## config.mk

```make
export PLATFORM = sky130hd
export DESIGN_NAME = cfg_serial_master
export DESIGN_NICKNAME = d
export VERILOG_FILES = /design/src/rtl/cfg_serial_pkg.sv /design/src/rtl/cfg_phase_timer.sv /design/src/rtl/cfg_frame_build.sv /design/src/rtl/cfg_rx_shift.sv /design/src/rtl/cfg_serial_master.sv
export SDC_FILE = /design/constraint.sdc
export NUM_CORES = 1
export LEC_CHECK = 0
export CAP_MARGIN = 25
export CORE_MARGIN = 3
export CORE_UTILIZATION = 45
export DETAILED_ROUTE_END_ITERATION = 10
export DONT_BUFFER_PORTS = 1
export PLACE_DENSITY = 0.59
export RECOVER_POWER = 100
export SYNTH_ARGS = -nofsm -noshare
export SYNTH_HDL_FRONTEND = slang
export SYNTH_SLANG_ARGS = --single-unit
```

## constraint.sdc

```tcl
create_clock -name clk -period 2.2 [get_ports clk]
set_input_delay 0.22 -clock clk [delete_from_list [all_inputs] [get_ports clk]]
set_output_delay 0.22 -clock clk [all_outputs]
set_load 0.05 [all_outputs]
```

## src/rtl/cfg_serial_pkg.sv

```systemverilog
package cfg_serial_pkg;

    typedef enum logic [1:0] {
        KIND_CMD  = 2'b00,
        KIND_WR   = 2'b01,
        KIND_RD   = 2'b10,
        KIND_NONE = 2'b11
    } req_kind_t;

    typedef enum logic [2:0] {
        ST_IDLE,
        ST_PRE,
        ST_LOW,
        ST_HIGH,
        ST_TAIL,
        ST_FIN
    } fsm_state_t;

endpackage

```

## src/rtl/cfg_phase_timer.sv

```systemverilog
module cfg_phase_timer #(
    parameter int DIV_W = 4
) (
    input  logic             clk,
    input  logic             rst_n,
    input  logic             run,
    input  logic [DIV_W-1:0] len,
    output logic             phase_end,
    output logic             phase_start
);

    logic [DIV_W-1:0] cnt_q;

    assign phase_end   = run && (cnt_q == len);
    assign phase_start = (cnt_q == '0);

    always_ff @(posedge clk or negedge rst_n) begin
        if (!rst_n) begin
            cnt_q <= '0;
        end else if (!run || phase_end) begin
            cnt_q <= '0;
        end else begin
            cnt_q <= cnt_q + 1'b1;
        end
    end

endmodule

```

## src/rtl/cfg_frame_build.sv

```systemverilog
module cfg_frame_build
    import cfg_serial_pkg::*;
#(
    parameter int OPC_W   = 3,
    parameter int ADDR_W  = 4,
    parameter int DATA_W  = 8,
    parameter int FRAME_W = OPC_W + ADDR_W + DATA_W + 1
) (
    input  req_kind_t          kind,
    input  logic [FRAME_W-1:0] word,
    output logic [FRAME_W-1:0] frame
);

    localparam logic [OPC_W-1:0] WR_OPC = '1;

    logic [ADDR_W-1:0] addr;
    logic [DATA_W-1:0] data;
    logic              odd_par;

    assign addr    = word[DATA_W +: ADDR_W];
    assign data    = word[DATA_W-1:0];
    assign odd_par = ~(^data);

    always_comb begin
        if (kind == KIND_WR) begin
            frame = {WR_OPC, addr, data, odd_par};
        end else begin
            frame = word;
        end
    end

endmodule

```

## src/rtl/cfg_rx_shift.sv

```systemverilog
module cfg_rx_shift #(
    parameter int DATA_W = 8
) (
    input  logic              clk,
    input  logic              rst_n,
    input  logic              clear,
    input  logic              shift_en,
    input  logic              din,
    output logic [DATA_W-1:0] q
);

    always_ff @(posedge clk or negedge rst_n) begin
        if (!rst_n) begin
            q <= '0;
        end else if (clear) begin
            q <= '0;
        end else if (shift_en) begin
            q <= {q[DATA_W-2:0], din};
        end
    end

endmodule

```

## src/rtl/cfg_serial_master.sv

```systemverilog
module cfg_serial_master
    import cfg_serial_pkg::*;
#(
    parameter int DIV_W   = 4,
    parameter int OPC_W   = 3,
    parameter int ADDR_W  = 4,
    parameter int DATA_W  = 8,
    parameter int RD_SKIP = 7,
    localparam int FRAME_W = OPC_W + ADDR_W + DATA_W + 1
) (
    input  logic               clk,
    input  logic               rst_n,
    input  logic               req_valid,
    input  logic [1:0]         req_kind,
    input  logic [FRAME_W-1:0] req_word,
    input  logic [DIV_W-1:0]   phase_len,
    output logic               busy,
    output logic               done,
    output logic [DATA_W-1:0]  rd_data,
    output logic               cs_n,
    output logic               sclk,
    output logic               sdo,
    output logic               sdo_en,
    input  logic               sdi
);

    localparam int RD_PULSES = RD_SKIP + DATA_W + 1;
    localparam int MAX_PULSE = (RD_PULSES > FRAME_W) ? RD_PULSES : FRAME_W;
    localparam int IDX_W     = $clog2(MAX_PULSE + 1);
    localparam logic [IDX_W-1:0] CAP_LO = IDX_W'(RD_SKIP + 1);
    localparam logic [IDX_W-1:0] CAP_HI = IDX_W'(RD_SKIP + DATA_W);

    fsm_state_t         state_q, state_d;
    req_kind_t          kind_q;
    req_kind_t          kind_in;
    logic [DIV_W-1:0]   len_q;
    logic [FRAME_W-1:0] shreg_q;
    logic [FRAME_W-1:0] frame;
    logic [IDX_W-1:0]   idx_q;
    logic [IDX_W-1:0]   npulse;
    logic               accept;
    logic               timer_run;
    logic               pe;
    logic               ps;
    logic               last_pulse;
    logic               cap_en;

    assign kind_in    = req_kind_t'(req_kind);
    assign accept     = (state_q == ST_IDLE) && req_valid && (kind_in != KIND_NONE);
    assign timer_run  = (state_q == ST_PRE) || (state_q == ST_LOW) ||
                        (state_q == ST_HIGH) || (state_q == ST_TAIL);
    assign npulse     = (kind_q == KIND_RD) ? IDX_W'(RD_PULSES) : IDX_W'(FRAME_W);
    assign last_pulse = (idx_q == npulse - IDX_W'(1));
    assign cap_en     = ((state_q == ST_LOW) || (state_q == ST_TAIL)) && ps &&
                        (kind_q == KIND_RD) && (idx_q >= CAP_LO) && (idx_q <= CAP_HI);

    cfg_phase_timer #(.DIV_W(DIV_W)) u_timer (
        .clk         (clk),
        .rst_n       (rst_n),
        .run         (timer_run),
        .len         (len_q),
        .phase_end   (pe),
        .phase_start (ps)
    );

    cfg_frame_build #(
        .OPC_W   (OPC_W),
        .ADDR_W  (ADDR_W),
        .DATA_W  (DATA_W),
        .FRAME_W (FRAME_W)
    ) u_build (
        .kind  (kind_in),
        .word  (req_word),
        .frame (frame)
    );

    cfg_rx_shift #(.DATA_W(DATA_W)) u_rx (
        .clk      (clk),
        .rst_n    (rst_n),
        .clear    (accept),
        .shift_en (cap_en),
        .din      (sdi),
        .q        (rd_data)
    );

    // Next-state logic
    always_comb begin
        state_d = state_q;
        unique case (state_q)
            ST_IDLE: if (accept) state_d = (kind_in == KIND_RD) ? ST_LOW : ST_PRE;
            ST_PRE:  if (pe) state_d = ST_LOW;
            ST_LOW:  if (pe) state_d = ST_HIGH;
            ST_HIGH: if (pe) state_d = last_pulse ? ST_TAIL : ST_LOW;
            ST_TAIL: if (pe) state_d = ST_FIN;
            ST_FIN:  state_d = ST_IDLE;
            default: state_d = ST_IDLE;
        endcase
    end

    // State register and datapath
    always_ff @(posedge clk or negedge rst_n) begin
        if (!rst_n) begin
            state_q <= ST_IDLE;
            kind_q  <= KIND_NONE;
            len_q   <= '0;
            shreg_q <= '0;
            idx_q   <= '0;
        end else begin
            state_q <= state_d;
            if (accept) begin
                kind_q  <= kind_in;
                len_q   <= phase_len;
                shreg_q <= frame;
                idx_q   <= '0;
            end else if ((state_q == ST_HIGH) && pe) begin
                shreg_q <= {shreg_q[FRAME_W-2:0], 1'b0};
                idx_q   <= idx_q + IDX_W'(1);
            end
        end
    end

    // Outputs decoded from state
    always_comb begin
        busy   = 1'b1;
        done   = 1'b0;
        cs_n   = 1'b0;
        sclk   = 1'b0;
        sdo_en = 1'b0;
        unique case (state_q)
            ST_IDLE: begin
                busy = 1'b0;
                cs_n = 1'b1;
            end
            ST_PRE:  cs_n = 1'b1;
            ST_LOW:  sdo_en = (kind_q != KIND_RD);
            ST_HIGH: begin
                sclk   = 1'b1;
                sdo_en = (kind_q != KIND_RD);
            end
            ST_TAIL: cs_n = 1'b0;
            ST_FIN: begin
                done = 1'b1;
                cs_n = 1'b1;
            end
            default: cs_n = 1'b1;
        endcase
        sdo = sdo_en & shreg_q[FRAME_W-1];
    end

endmodule

```

==> metrics <==
Post-synth ARST share 100%; die width 76.0 µm; routed vias 1620; drt total wl 4.49 mm; first-pass GRT wire length 7.82 mm; Post-Synth XOR/XNOR Area 5.57%; CTS Buf Count 5; IO Port Bufs 0; DRC 0; count of final setup violators 0; slew of the pin with the lowest slew margin 1.02 ns; Multi-input gate area 0.00104 mm²; FF/Latch Area 0.00105 mm²; main combinational cell family by area after synthesis simple AND/OR/NAND/NOR gates; Peak supply drop 695 µV; CTS resizes 0; CTS tree done; Max Cap Violations 0; R2R cell count 5; library cells used by synthesis 43; fin nets 263; Synth Net Count 257; hpwl dp 3.26 mm; Hold Vio Cnt, Final 0; WL per Instance 15.0 µm; P per Cell Area 1450 mW/mm²; simple-gate share of the synthesized area 19.3%; FMAX 0.503 GHz; worst rel slew slack 32.2%; Cells after Synth 227; Yosys reg bits 42; Layout fillers 414; DP Worst Slack 0.270 ns; Root Driver clkbuf_8; Cell Area, Synth 0.00220 mm²; die area 0.00577 mm²; Post-synth top flop dfrtp_1; Core Region 0.00453 mm²; overall routing resource usage 16.6%; EDFF count, synth 0; post-route cell area 0.00237 mm²; outcome complete, no violations; DP Area 0.00229 mm²; I/O pins 40; hold path depth 2; initial antenna violation count 1; Syn Area/Cell 9.71 µm²; commonest non-fill, non-tap cell in the layout nand2_1; Worst setup EP type register; Post-Synth Adder-Cell Area 2.27%; final cycle utilization of the critical path 90.4%; site row count 24; setup tns final 0 ns; Reg clk slew, reported paths 0.07 ns; post-CTS setup buffer count 0; largest net degree at the start of global routing 43; Antenna Violating Nets Remaining 0; post-layout util 52.3%; total grt overflow 0; reg2reg setup slack 0.21 ns; commonest non-fill, non-tap cells in the layout nand2_1 (50), dfrtp_1 (40), nor2_1 (16); Max Slew Vio Count 0; Tmin final 1.99 ns; vias per cell 5.42; Crit Path Max Fanout 15; Die H 76.0 µm; Crit Reg-Reg Endpoint shreg_q[8]$_DFFE_PN0P_; clk_lat worst skew 0.29 ns; RSZ-0062 raised after global routing no; origin of the worst min-delay path phase_len[2]; Layout area overhead 7.55%; Worst setup SP type register; initial core utilization 48.6%; Layout Skew 0.00337 ns; leakage power 0.00107 µW; post-synthesis compound-gate area fraction 16.5%; reg2reg start u_timer.cnt_q[1]$_DFF_PN0_; initial DRC count 66; first drt pass iteration count 4; Ys Warns 0; Hold EP len_q[2]$_DFFE_PN0N_; worst hold path class primary input to register; fraction of synthesized area in multiplexers 4.09%; Worst EP arrival 2.16 ns; GPL Wtd Cong 0.820; Clock Sinks 42; hold-fix buffer count after cts 2; clk buf depth 2; Required @ worst endpoint 2.38 ns; Tot Pwr 3430 µW; vias in the first global route 1618; final setup margin 0.212 ns; register area share after synthesis 47.8%; H-tree depth 2; ant diodes 0; WS Path Type register to register; layout cells sized above 1 10.7%
## kinds of logic (layout without fill, tap and decap cells)
family	after synthesis	after routing
AO/OA/AOI/OAI	48	48
XOR/XNOR	14	14
buffers and inverters	19	26
adder cells (fa/ha/maj)	4	4
flip-flops	42	42
AND/OR/NAND/NOR	91	91
multiplexers	9	9
## worst max-delay path by stage
stage | startpoint | endpoint | cells past startpoint
2_1_floorplan | state_q[2]$_DFFE_PN0P_ | idx_q[3]$_DFFE_PN0P_ | 6
3_3_place_gp | state_q[1]$_DFFE_PN0P_ | shreg_q[4]$_DFFE_PN0P_ | 4
3_5_place_dp | state_q[1]$_DFFE_PN0P_ | shreg_q[12]$_DFFE_PN0P_ | 4
4_1_cts | state_q[1]$_DFFE_PN0P_ | shreg_q[12]$_DFFE_PN0P_ | 4
5_1_grt | u_timer.cnt_q[0]$_DFF_PN0_ | u_rx.q[2]$_DFFE_PN0P_ | 8
6_report | u_timer.cnt_q[1]$_DFF_PN0_ | shreg_q[8]$_DFFE_PN0P_ | 5
## through the flow
step / hold WS (ns) / cells
2_1_floorplan: -0.0756 / 227
3_3_place_gp: -0.0742 / 289
3_5_place_dp: -0.0738 / 289
4_1_cts: 0.0255 / 299
5_1_grt: 0.0253 / 299
6_report: 0.0352 / 299
## sequential cells by signal (all words and copies together), names as in the netlist
register / count
idx_q: 5
kind_q: 2
len_q: 4
shreg_q: 16
state_q: 3
u_rx.q: 8
u_timer.cnt_q: 4
## routing by layer
layer / part of all wire [%] / track usage [%] / vias to the layer above
met5: 0.29 / 0 / -
met4: 1.0 / 4.53 / 2
met3: 7.4 / 5.91 / 6
met2: 47 / 26.3 / 52
met1: 44 / 21.6 / 763
li1: - / - / 797
## cells in the mapped netlist, drive strengths merged, types with 2 or more instances
master	instances	area [µm²]
xnor2	7	61.3
dfstp	2	52.6
nor3	2	10.0
o21ai	8	40.0
clkbuf	8	30.0
dfrtp	40	1000
nand3	4	20.0
xor2	7	61.3
nor2	17	66.3
ha	4	50.1
and2	4	25.0
buf	6	51.3
a21oi	15	97.6
mux2i	9	90.1
o22a	2	17.5
inv	5	18.8
nand2	50	188
a221o	11	110
a311oi	2	17.5
nor2b	5	31.3
## power by group
| part | switching [µW] | internal [µW] |
|---|---|---|
| clock network | 250 | 253 |
| logic | 757 | 528 |
| registers | 516 | 1130 |
| total | 1520 | 1910 |
## cell type report
cell class                 instances  share of cell area (%)
clock inverter                     1                   0.211
sequential                        42                    44.5
multi-input combinational        166                    44.0
clock buffer                       7                    3.64
tap                               65                    3.43
timing repair buffer              13                    3.48
inverter                           5                   0.792
## critical path, stage by stage, from the launching register on
cell and delay, ns:
dfrtp_1 0.43, xor2_1 0.20, nor4_4 0.31, clkbuf_1 0.32
a21oi_2 0.26, a221o_1 0.35
Power figures use the tool's default switching activity.
